--- src/rtl/sc_dec_pkg.sv ---
package sc_dec_pkg;
  localparam int OPC_W = 6;
  localparam int FN_W  = 6;
  localparam int AOP_W = 2;

  localparam logic [OPC_W-1:0] OPC_RTYPE = 6'b000000;
  localparam logic [OPC_W-1:0] OPC_ORI   = 6'b001101;
  localparam logic [OPC_W-1:0] OPC_LOAD  = 6'b100011;
  localparam logic [OPC_W-1:0] OPC_STORE = 6'b101011;
  localparam logic [OPC_W-1:0] OPC_BEQ   = 6'b000100;
  localparam logic [OPC_W-1:0] OPC_JUMP  = 6'b000010;
  localparam logic [FN_W-1:0]  FN_ADD    = 6'b100000;
  localparam logic [FN_W-1:0]  FN_SUB    = 6'b100010;

  localparam logic [AOP_W-1:0] AOP_ADD = 2'b00;
  localparam logic [AOP_W-1:0] AOP_SUB = 2'b01;
  localparam logic [AOP_W-1:0] AOP_OR  = 2'b10;

  typedef enum logic [2:0] {
    K_NONE, K_ADD, K_SUB, K_ORI, K_LOAD, K_STORE, K_BEQ, K_JUMP
  } op_kind_t;

  typedef struct packed {
    logic             dst_rd;
    logic             alu_imm;
    logic             load_to_reg;
    logic             reg_we;
    logic             mem_we;
    logic             br_sel;
    logic             jmp_sel;
    logic             ext_signed;
    logic [AOP_W-1:0] alu_op;
  } ctrl_word_t;

  localparam ctrl_word_t CW_IDLE = '0;
endpackage

--- src/rtl/sc_dec_classify.sv ---
module sc_dec_classify
  import sc_dec_pkg::*;
(
  input  logic [OPC_W-1:0] opcode,
  input  logic [FN_W-1:0]  funct,
  output op_kind_t         kind
);
  op_kind_t rtype_kind;

  always_comb begin
    case (funct)
      FN_ADD:  rtype_kind = K_ADD;
      FN_SUB:  rtype_kind = K_SUB;
      default: rtype_kind = K_NONE;
    endcase
  end

  always_comb begin
    case (opcode)
      OPC_RTYPE: kind = rtype_kind;
      OPC_ORI:   kind = K_ORI;
      OPC_LOAD:  kind = K_LOAD;
      OPC_STORE: kind = K_STORE;
      OPC_BEQ:   kind = K_BEQ;
      OPC_JUMP:  kind = K_JUMP;
      default:   kind = K_NONE;
    endcase
  end
endmodule

--- src/rtl/sc_dec_table.sv ---
module sc_dec_table
  import sc_dec_pkg::*;
(
  input  op_kind_t   kind,
  output ctrl_word_t cw
);
  always_comb begin
    cw = CW_IDLE;
    case (kind)
      K_ADD: begin
        cw.dst_rd = 1'b1;
        cw.reg_we = 1'b1;
        cw.alu_op = AOP_ADD;
      end
      K_SUB: begin
        cw.dst_rd = 1'b1;
        cw.reg_we = 1'b1;
        cw.alu_op = AOP_SUB;
      end
      K_ORI: begin
        cw.alu_imm = 1'b1;
        cw.reg_we  = 1'b1;
        cw.alu_op  = AOP_OR;
      end
      K_LOAD: begin
        cw.alu_imm     = 1'b1;
        cw.load_to_reg = 1'b1;
        cw.reg_we      = 1'b1;
        cw.ext_signed  = 1'b1;
        cw.alu_op      = AOP_ADD;
      end
      K_STORE: begin
        cw.alu_imm    = 1'b1;
        cw.mem_we     = 1'b1;
        cw.ext_signed = 1'b1;
        cw.alu_op     = AOP_ADD;
      end
      K_BEQ: begin
        cw.br_sel = 1'b1;
        cw.alu_op = AOP_SUB;
      end
      K_JUMP: cw.jmp_sel = 1'b1;
      default: cw = CW_IDLE;
    endcase
  end
endmodule

--- src/rtl/sc_main_decoder.sv ---
module sc_main_decoder
  import sc_dec_pkg::*;
(
  input  logic             clk,
  input  logic             rst,
  input  logic [OPC_W-1:0] opcode,
  input  logic [FN_W-1:0]  funct,
  output logic             dst_rd,
  output logic             alu_imm,
  output logic             load_to_reg,
  output logic             reg_we,
  output logic             mem_we,
  output logic             br_sel,
  output logic             jmp_sel,
  output logic             ext_signed,
  output logic [AOP_W-1:0] alu_op
);
  op_kind_t   kind;
  ctrl_word_t cw_next;
  ctrl_word_t cw_q;

  sc_dec_classify u_classify (
    .opcode (opcode),
    .funct  (funct),
    .kind   (kind)
  );

  sc_dec_table u_table (
    .kind (kind),
    .cw   (cw_next)
  );

  always_ff @(posedge clk) begin
    if (rst) cw_q <= CW_IDLE;
    else     cw_q <= cw_next;
  end

  assign dst_rd      = cw_q.dst_rd;
  assign alu_imm     = cw_q.alu_imm;
  assign load_to_reg = cw_q.load_to_reg;
  assign reg_we      = cw_q.reg_we;
  assign mem_we      = cw_q.mem_we;
  assign br_sel      = cw_q.br_sel;
  assign jmp_sel     = cw_q.jmp_sel;
  assign ext_signed  = cw_q.ext_signed;
  assign alu_op      = cw_q.alu_op;
endmodule

--- config.mk ---
export PLATFORM = sky130hd
export DESIGN_NAME = sc_main_decoder
export DESIGN_NICKNAME = d
export VERILOG_FILES = /design/src/rtl/sc_dec_pkg.sv /design/src/rtl/sc_dec_classify.sv /design/src/rtl/sc_dec_table.sv /design/src/rtl/sc_main_decoder.sv
export SDC_FILE = /design/constraint.sdc
export NUM_CORES = 1
export LEC_CHECK = 0
export ABC_AREA = 1
export ABC_CLOCK_PERIOD_IN_PS = 1980
export BUFFER_PORTS_ARGS = -buffer_cell sky130_fd_sc_hd__buf_2
export CAP_MARGIN = 20
export CORE_MARGIN = 2
export CORE_UTILIZATION = 35
export DETAILED_ROUTE_END_ITERATION = 8
export SLEW_MARGIN = 20
export SYNTH_ARGS = -nofsm -noshare
export SYNTH_HDL_FRONTEND = slang
export SYNTH_SLANG_ARGS = --single-unit
--- constraint.sdc ---
create_clock -name clk -period 1.98 [get_ports clk]
set_input_delay 0.099 -clock clk [delete_from_list [all_inputs] [get_ports clk]]
set_output_delay 0.099 -clock clk [all_outputs]
set_load 0.02 [all_outputs]
==> metrics.md, run 1 <==
| Metric | Value |
|---|---|
| Max_cap viols | `0` |
| P_sw | `98.47 uW` |
| Tcrit/Tclk final | `40.92%` |
| Worst EP arrival | `710 ps` |
| Hold Fails Final Rpt | `0` |
| Num rows | `13` |
| Initial Util | `38.84%` |
| Ant. Diodes | `0` |
| FF+latch count, synth | `10` |
| Sequential area share after synthesis | `38.65%` |
| DRT antenna net count | `0` |
| Pwr dens | `635.7 nW/um2` |
| Largest net degree at the start of global routing | `11` |
| Worst vdd ir | `0.2186 mV` |
| 1st-iter DRT viols | `4` |
| DRC viols | `0` |
| Total GRT Usage | `11.13%` |
| Initial antenna violation count | `0` |
| Worst EP required | `1880 ps` |
| Cell at the root of the clock tree | `clkbuf_4` |
| Crit-path max cell delay | `310 ps` |
| Mapped Area | `518.0 um2` |
| Final min period | `810.2 ps` |
| Tot Pwr | `435.1 uW` |
| Gate power share | `12.9%` |
| Clock slew at reported path FFs | `60 ps` |
| First-pass GRT wire length | `1.531 mm` |
| RePlAce Congestion | `0.8417` |
| Flip-flop count of the largest register after layout | `2` |
| Number of global-route vias before repair | `376` |
| Status | `completed` |
| Bufs and invs on worst path | `1` |
| Post-Syn Area per Cell | `7.731 um2` |
| Yosys warning total | `0` |
| Clock Power Share | `40.3%` |
| Max_slew headroom | `84.98%` |
| H-tree depth | `1` |
| Peak Freq | `1234 MHz` |
| Hold WC Path Type | `in -> reg` |
| Setup violations, final | `0` |
| Total gr overflow | `0` |
| Crit Path Max Fanout | `1` |
| Via/cell ratio | `4.444` |
| DR WL/cell | `8.370 um` |
| CP delay by family, top | `flip-flops` |
| Buffers on Ports | `23` |
| I/O pins | `24` |
| Multi-input combinational cell area | `291.5 um2` |
| End of the worst hold path | `alu_op[1]` |
| Die Area | `1804 um2` |
| Total routed wirelength | `904 um` |
| Cell-internal power | `336.6 uW` |
| Critical Path Sink Type | `primary output` |
| Clock Path Buffers | `2` |
| Fin. max-slew vios | `0` |
| Stages on worst setup path | `1` |
| CTS Sinks | `10` |
| Register area | `200.2 um2` |
| Post-layout instance area | `684.4 um2` |
| DP HPWL | `779.6 um` |
| Worst-Margin Slew | `224.4 ps` |
| Post-synth cell types | `16` |
| TritonCTS Buffers | `3` |
| Post-layout nets | `108` |
| Mapped Nets | `81` |
| Slowest cell on crit path | `dfxtp_1` |
| Layout cell share with drive strength beyond 1 | `46.24%` |
| Resized Gates After CTS | `0` |
| Worst setup SP type | `register` |
| Hold_ws | `145.5 ps` |
| Synth-to-Final Area Change | `32.13%` |
| Cts hold-fix bufs | `0` |
| Setup TNS | `0 ps` |
| Sequential Power Share | `46.8%` |
| Die W | `42.47 um` |
| Placed cell areas | `648.1 um2` |
| CTS tree | `yes` |
| CP cell instances | `buf_2` |
| First-pass detailed-route iteration total | `4` |
| Pleak | `0.0003908 uW` |
| Switch share | `22.64%` |
| Layout fillers | `142` |
| Core area | `1334 um2` |
| Syn Inst Count | `67` |
| Total number of vias | `480` |
| Setup bufs post-CTS | `0` |
| Chip height | `42.47 um` |
| RSZ-0062 raised after global routing | `false` |
| Hold Path Depth | `2` |
| Crit Path Class | `reg -> out` |
| Worst hold start | `rst` |
## metrics by stage
| stage | worst slack (ps) | std cells | util [%] |
|---|---|---|---|
| 2_1_floorplan | 1137 | 67 | - |
| 3_3_place_gp | 943.1 | 104 | 48.59 |
| 3_5_place_dp | 950.1 | 104 | 48.59 |
| 4_1_cts | 1157 | 108 | 51.31 |
| 5_1_grt | 1120 | 108 | 51.31 |
| 6_report | 1170 | 108 | 51.31 |
## power by group through the flow
stage	clock [uW]	sequential, uW	combinational [uW]
after floorplan	0	211	28.9
after global placement	0	208	55.7
after detailed placement	0	208	56.3
after CTS	180	204	56.5
after global routing	193	204	62.6
final	175	204	56.2
## worst max path at each step
stage                  end         from  slack, ps
6_report       load_to_reg  load_to_reg       1170
5_1_grt        load_to_reg  load_to_reg       1120
4_1_cts        load_to_reg  load_to_reg       1160
3_5_place_dp     alu_op[0]    opcode[1]        950
3_3_place_gp     alu_op[0]    opcode[1]        940
2_1_floorplan    alu_op[0]     funct[3]       1140
## layout by cell type, fill, tap and decap left out, drive strengths merged
cell type	instances
nand3	9
a21oi	2
nand4	1
nand2	10
clkbuf	4
buf	23
nand3b	1
nor3b	1
nor2	22
dfxtp	10
o21bai	1
inv	6
nor3	3
## cells in the mapped netlist, drive strengths merged
cell	instances	area [um2]
nor2	22	102.6
dfxtp	10	200.2
nand2	10	37.54
nand3	9	65.06
inv	6	22.52
nor3	3	30.03
a21oi	2	10.01
clkbuf	1	3.750
nand3b	1	20.02
nand4	1	6.260
nor3b	1	12.51
o21bai	1	7.510
## metal layers
metal / share of wire (%) / vias up / global-route usage [%]
met3: 5.2 / 2 / 2.586
li1: - / 265 / -
met1: 46 / 195 / 13.77
met2: 48 / 18 / 16.92
met5: 0 / - / 0
met4: 0.77 / 0 / 7.500
## cells by family (layout without fill, tap and decap cells)
family          count (synthesis)  after routing  share of synthesized area, %
simple gates                   47             47                         52.90
buf+inv                         7             33                         5.071
flops                          10             10                         38.65
compound gates                  3              3                         3.382
## layout make-up
class                      instances  area share [%]
clock buffer                       4           5.302
inverter                           6           3.291
multi-input combinational         50           42.60
sequential                        10           29.25
tap                               15           2.742
timing repair buffer              23           16.82
Power figures use the tool's default switching activity.
==> run 2: changes to the inputs <==
--- a/config.mk
+++ b/config.mk
@@ -6,7 +6,7 @@
 export NUM_CORES = 1
 export LEC_CHECK = 0
 export ABC_AREA = 1
-export ABC_CLOCK_PERIOD_IN_PS = 1980
+export ABC_CLOCK_PERIOD_IN_PS = 800
 export BUFFER_PORTS_ARGS = -buffer_cell sky130_fd_sc_hd__buf_2
 export CAP_MARGIN = 20
 export CORE_MARGIN = 2
==> constraint.sdc (replaced) <==
create_clock -name clk -period 0.8 [get_ports clk]
set_input_delay 0.04 -clock clk [delete_from_list [all_inputs] [get_ports clk]]
set_output_delay 0.04 -clock clk [all_outputs]
set_load 0.02 [all_outputs]
==> metrics.md, run 2 (same netlist as run 1, synthesis figures left out) <==
| Metric | Value |
|---|---|
| Worst setup SP type | `register (unchanged)` |
| 1st-iter DRT viols | `4 (unchanged)` |
| Core area | `1334 um2 (unchanged)` |
| Hold WC Path Type | `in -> reg (unchanged)` |
| Worst EP arrival | `700 ps (was 710 ps)` |
| DRC viols | `0 (unchanged)` |
| Cell at the root of the clock tree | `clkbuf_4 (unchanged)` |
| Largest net degree at the start of global routing | `11 (unchanged)` |
| Layout cell share with drive strength beyond 1 | `50.51% (was 46.24%)` |
| DP HPWL | `847.6 um (was 779.6 um)` |
| Initial Util | `38.84% (unchanged)` |
| DRT antenna net count | `0 (unchanged)` |
| Crit Path Max Fanout | `1 (unchanged)` |
| GR peak layer | `met2 (unchanged)` |
| Total gr overflow | `0 (unchanged)` |
| CP cell instances | `buf_2 (unchanged)` |
| Ant. Diodes | `0 (unchanged)` |
| Placed insts | `111 (was 104)` |
| Clock Path Buffers | `2 (unchanged)` |
| Fin. max-slew vios | `0 (unchanged)` |
| Total GRT Usage | `12.71% (was 11.13%)` |
| Critical Path Sink Type | `primary output (unchanged)` |
| Synth-to-Final Area Change | `40.10% (was 32.13%)` |
| Bufs and invs on worst path | `1 (unchanged)` |
| Total number of vias | `514 (was 480)` |
| Pleak | `0.0004134 uW (was 0.0003908 uW)` |
| First-pass detailed-route iteration total | `4 (unchanged)` |
| Pre-CTS worst setup slack | `-174.1 ps (was 950.1 ps)` |
| Flip-flop count of the largest register after layout | `2 (unchanged)` |
| H-tree depth | `1 (unchanged)` |
| Crit-path max cell delay | `300 ps (was 310 ps)` |
| Initial antenna violation count | `0 (unchanged)` |
| Total routed wirelength | `967 um (was 904 um)` |
| Post-layout nets | `115 (was 108)` |
| I/O pins | `24 (unchanged)` |
| Commonest cells after routing, fill and taps aside | `buf_2, nor2_1, nand2_1, dfxtp_1, buf_4 (was buf_2, nor2_1, nand2_1, dfxtp_1)` |
| DR WL/cell | `8.482 um (was 8.370 um)` |
| Status | `completed (unchanged)` |
| Die Area | `1804 um2 (unchanged)` |
| Slowest cell on crit path | `dfxtp_1 (unchanged)` |
| Met3 global-route usage | `2.586% (unchanged)` |
| Setup TNS | `0 ps (unchanged)` |
| Peak Freq | `1344 MHz` |
| RSZ-0062 raised after global routing | `false (unchanged)` |
| Final min period | `744.1 ps` |
| Buffers on Ports | `23 (unchanged)` |
| Number of global-route vias before repair | `437 (was 376)` |
| CTS tree | `yes (unchanged)` |
| Via/cell ratio | `4.509 (was 4.444)` |
| Worst-Margin Slew | `223.5 ps (was 224.4 ps)` |
| CTS Sinks | `10 (unchanged)` |
| Clock slew at reported path FFs | `60 ps (about the same)` |
| Final WS setup | `55.94 ps (was 1170 ps)` |
| CP delay by family, top | `flip-flops (unchanged)` |
| Met1 Usage GRT | `15.80% (was 13.77%)` |
| Most common cell after layout, fill and taps aside | `buf_2 (unchanged)` |
| Crit Path Class | `reg -> out (unchanged)` |
| Die W | `42.47 um (unchanged)` |
| Max_slew headroom | `85.05% (was 84.98%)` |
| Worst EP required | `760 ps (was 1880 ps)` |
| Cell Count, Final, Fillers Out | `114 (was 108)` |
| RePlAce Congestion | `0.7548 (was 0.8417)` |
| Tot Pwr | `963.7 uW (was 435.1 uW)` |
| First-pass GRT wire length | `1.718 mm (was 1.531 mm)` |
| Chip height | `42.47 um (unchanged)` |
| TritonCTS Buffers | `3 (unchanged)` |
| Fin util | `54.41% (was 51.31%)` |
| Met2 global-route usage | `19.08% (was 16.92%)` |
| Hold Fails Final Rpt | `0 (unchanged)` |
| Num rows | `13 (unchanged)` |
| Worst vdd ir | `0.4146 mV (was 0.2186 mV)` |
| Pwr dens | `1328 nW/um2 (was 635.7 nW/um2)` |
| Max_cap viols | `0 (unchanged)` |
| Tcrit/Tclk final | `93.01%` |
| Setup violations, final | `0 (unchanged)` |
run 2: changes by cell type in the layout (fill, tap and decap cells not counted):
cell,previous run,this run
buf_4,0,7
nor2_2,5,6
clkbuf_8,1,0
nor2_1,16,15
run 2: layout make-up:
cell class	count	area [um2]
fillers	136	608.1
repair buffers	30	167.7
inverters	6	22.52
well taps	15	18.77
flip-flops and latches	10	200.2
clock buffers	3	22.52
multi-input cells	50	294.0
run 2: final timing paths:
check / start / to / slack (ps) / cells after the start
max: dst_rd / dst_rd / 60 / 1
min: rst / ext_signed / 90 / 2
run 2: routing by layer:
metal  vias to the layer above  wire, um  share of wire, %
li1                        280         -                 -
met4                         0         7              0.72
met1                       214       405                42
met3                         2        57               5.9
met5                         -         0                 0
met2                        18       496                51
run 2: repair_timing:
| item | in CTS | in global routing |
|---|---|---|
| hold buffers | 0 | 0 |
| endpoints found under the setup margin | 0 | 1 |
| setup buffers | 0 | 0 |
| hold endpoints to repair | 0 | 0 |
| resized for setup | 0 | 1 |
run 2: metrics by stage:
step / hold WS [ps] / instance area (um2)
2_1_floorplan: 208.1 / 518.0
3_3_place_gp: 350.8 / 700.7
3_5_place_dp: 349.5 / 700.7
4_1_cts: 81.39 / 723.2
5_1_grt: 97.65 / 725.7
6_report: 92.16 / 725.7
run 2: power breakdown:
group	total [uW]	switching [uW]	internal (uW)
Clock	311	139	172
Combinational	148	86.9	61.5
Sequential	505	1.03	504
Total	964	227	737
==> run 3: changes to the inputs <==
--- a/config.mk
+++ b/config.mk
@@ -11,8 +11,8 @@
 export CAP_MARGIN = 20
 export CORE_MARGIN = 2
 export CORE_UTILIZATION = 35
+export CTS_BUF_LIST = sky130_fd_sc_hd__clkbuf_8
 export DETAILED_ROUTE_END_ITERATION = 8
-export SLEW_MARGIN = 20
 export SYNTH_ARGS = -nofsm -noshare
 export SYNTH_HDL_FRONTEND = slang
 export SYNTH_SLANG_ARGS = --single-unit
==> metrics.md, run 3 (same netlist as run 1, synthesis figures left out) <==
| Metric | Value |
|---|---|
| Status | `completed (unchanged)` |
| Number of global-route vias before repair | `445 (was 437)` |
| Core area | `1334 um2 (unchanged)` |
| H-tree depth | `1 (unchanged)` |
| Worst-Margin Slew | `223.4 ps (was 223.5 ps)` |
| Via/cell ratio | `4.526 (was 4.509)` |
| Clock slew at reported path FFs | `40 ps (was 60 ps)` |
| DR WL/cell | `8.632 um (was 8.482 um)` |
| Cell-internal power | `894.4 uW (was 736.9 uW)` |
| Clock Power Share | `42.9% (was 32.2%)` |
| 1st-iter DRT viols | `7 (was 4)` |
| Sequential Power Share | `44.1% (was 52.4%)` |
| RePlAce Congestion | `0.7548 (unchanged)` |
| Cell Count, Final, Fillers Out | `114 (unchanged)` |
| First-pass GRT wire length | `1.676 mm (was 1.718 mm)` |
| Max_slew headroom | `85.05% (about the same)` |
| Num rows | `13 (unchanged)` |
| Largest net degree at the start of global routing | `11 (unchanged)` |
| Hold Fails Final Rpt | `0 (unchanged)` |
| Flip-flop count of the largest register after layout | `2 (unchanged)` |
| Die W | `42.47 um (unchanged)` |
| Most common cell after layout, fill and taps aside | `buf_2 (unchanged)` |
| Post-layout nets | `115 (unchanged)` |
| Resized Gates After CTS | `0 (unchanged)` |
| Worst EP required | `910 ps (was 760 ps)` |
| Synth-to-Final Area Change | `44.20% (was 40.10%)` |
| Worst vdd ir | `0.5226 mV (was 0.4146 mV)` |
| Chip height | `42.47 um (unchanged)` |
| Placed insts | `111 (unchanged)` |
| Critical Path Sink Type | `register (was primary output)` |
| Hold Path Depth | `2 (unchanged)` |
| TritonCTS Buffers | `3 (unchanged)` |
| Crit Path Class | `in -> reg (was reg -> out)` |
| Clock Path Buffers | `2 (unchanged)` |
| CTS tree | `yes (unchanged)` |
| Cell at the root of the clock tree | `clkbuf_8 (was clkbuf_4)` |
| Die Area | `1804 um2 (unchanged)` |
| Setup violations, final | `0 (unchanged)` |
| Total GRT Usage | `12.62% (was 12.71%)` |
| DP HPWL | `847.6 um (unchanged)` |
| Layout cell share with drive strength beyond 1 | `51.52% (was 50.51%)` |
| DRT antenna net count | `0 (unchanged)` |
| Initial antenna violation count | `0 (unchanged)` |
| Cts hold-fix bufs | `0 (unchanged)` |
| Hold WC Path Type | `in -> reg (unchanged)` |
| Initial Util | `38.84% (unchanged)` |
| Switch share | `22.12% (was 23.53%)` |
| Total number of vias | `516 (was 514)` |
| Final min period | `729.5 ps (was 744.1 ps)` |
| Worst EP arrival | `840 ps (was 700 ps)` |
| I/O pins | `24 (unchanged)` |
| Pleak | `0.0004220 uW (was 0.0004134 uW)` |
| First-pass detailed-route iteration total | `3 (was 4)` |
| Commonest cells after routing, fill and taps aside | `buf_2, nor2_1, nand2_1, dfxtp_1 (was buf_2, nor2_1, nand2_1, dfxtp_1, buf_4)` |
| Worst setup SP type | `primary input (was register)` |
| Buffers on Ports | `23 (unchanged)` |
| Peak Freq | `1371 MHz (was 1344 MHz)` |
| Setup bufs post-CTS | `0 (unchanged)` |
| Ant. Diodes | `0 (unchanged)` |
| Pre-CTS worst setup slack | `-174.1 ps (unchanged)` |
| CTS Sinks | `10 (unchanged)` |
| Final WS setup | `70.48 ps (was 55.94 ps)` |
| P_sw | `254.1 uW (was 226.8 uW)` |
| DRC viols | `0 (unchanged)` |
| Pwr dens | `1537 nW/um2 (was 1328 nW/um2)` |
| Fin. max-slew vios | `0 (unchanged)` |
| Gate power share | `12.9% (was 15.4%)` |
| Tcrit/Tclk final | `91.19% (was 93.01%)` |
| Total routed wirelength | `984 um (was 967 um)` |
| Total gr overflow | `0 (unchanged)` |
| Max_cap viols | `0 (unchanged)` |
| Crit Path Max Fanout | `5 (was 1)` |
| Layout fillers | `134 (was 136)` |
run 3: stage by stage:
| step | hold slack [ps] | TNS (ps) | util, % | power [uW] | cell area [um2] |
|---|---|---|---|---|---|
| after CTS | 110.5 | 0 | 55.63 | 1164 | 742.0 |
| after floorplan | 208.1 | 0 | - | 594.6 | 518.0 |
| after global placement | 350.8 | -520.8 | 52.53 | 661.4 | 700.7 |
| after detailed placement | 349.5 | -626.4 | 52.53 | 663.9 | 700.7 |
| final | 112.1 | 0 | 56.00 | 1148 | 747.0 |
| after global routing | 129.5 | -31.11 | 56.00 | 1205 | 747.0 |
run 3: worst max-delay path: stages:
cell and delay, ps:
buf_2 120, nor2_4 190, nand3_2 180, nand3_2 120, nor2_2 50, nor3b_2 150
run 3: path summary, 6_finish.rpt:
kind / start / to / slack, ps
worst max-delay path: opcode[5] / alu_op[0] / 70
worst min-delay path: rst / br_sel / 110
run 3: metal layers:
layer  track usage (%)  up-vias  part of all wire (%)  wire length, um
li1                  -      277                     -                -
met3             2.586        4                   6.4               63
met5                 0        -                     0                0
met2             19.38       20                    51              500
met1             14.51      215                    40              395
met4             11.25        0                   2.3               23
run 3: cell type report:
class / instances / area, um2 / area share, %
Clock buffer: 3 / 41.29 / 5.528
Timing Repair Buffer: 30 / 167.7 / 22.45
Multi-Input combinational cell: 50 / 296.5 / 39.70
Sequential cell: 10 / 200.2 / 26.80
Tap cell: 15 / 18.77 / 2.513
Inverter: 6 / 22.52 / 3.015
run 3: power groups by stage:
| stage | Combinational, uW | Sequential, uW | Clock [uW] |
|---|---|---|---|
| 2_1_floorplan | 71.4 | 523 | 0 |
| 3_3_place_gp | 146 | 515 | 0 |
| 3_5_place_dp | 148 | 516 | 0 |
| 4_1_cts | 149 | 507 | 509 |
| 5_1_grt | 167 | 507 | 532 |
| 6_report | 149 | 507 | 493 |
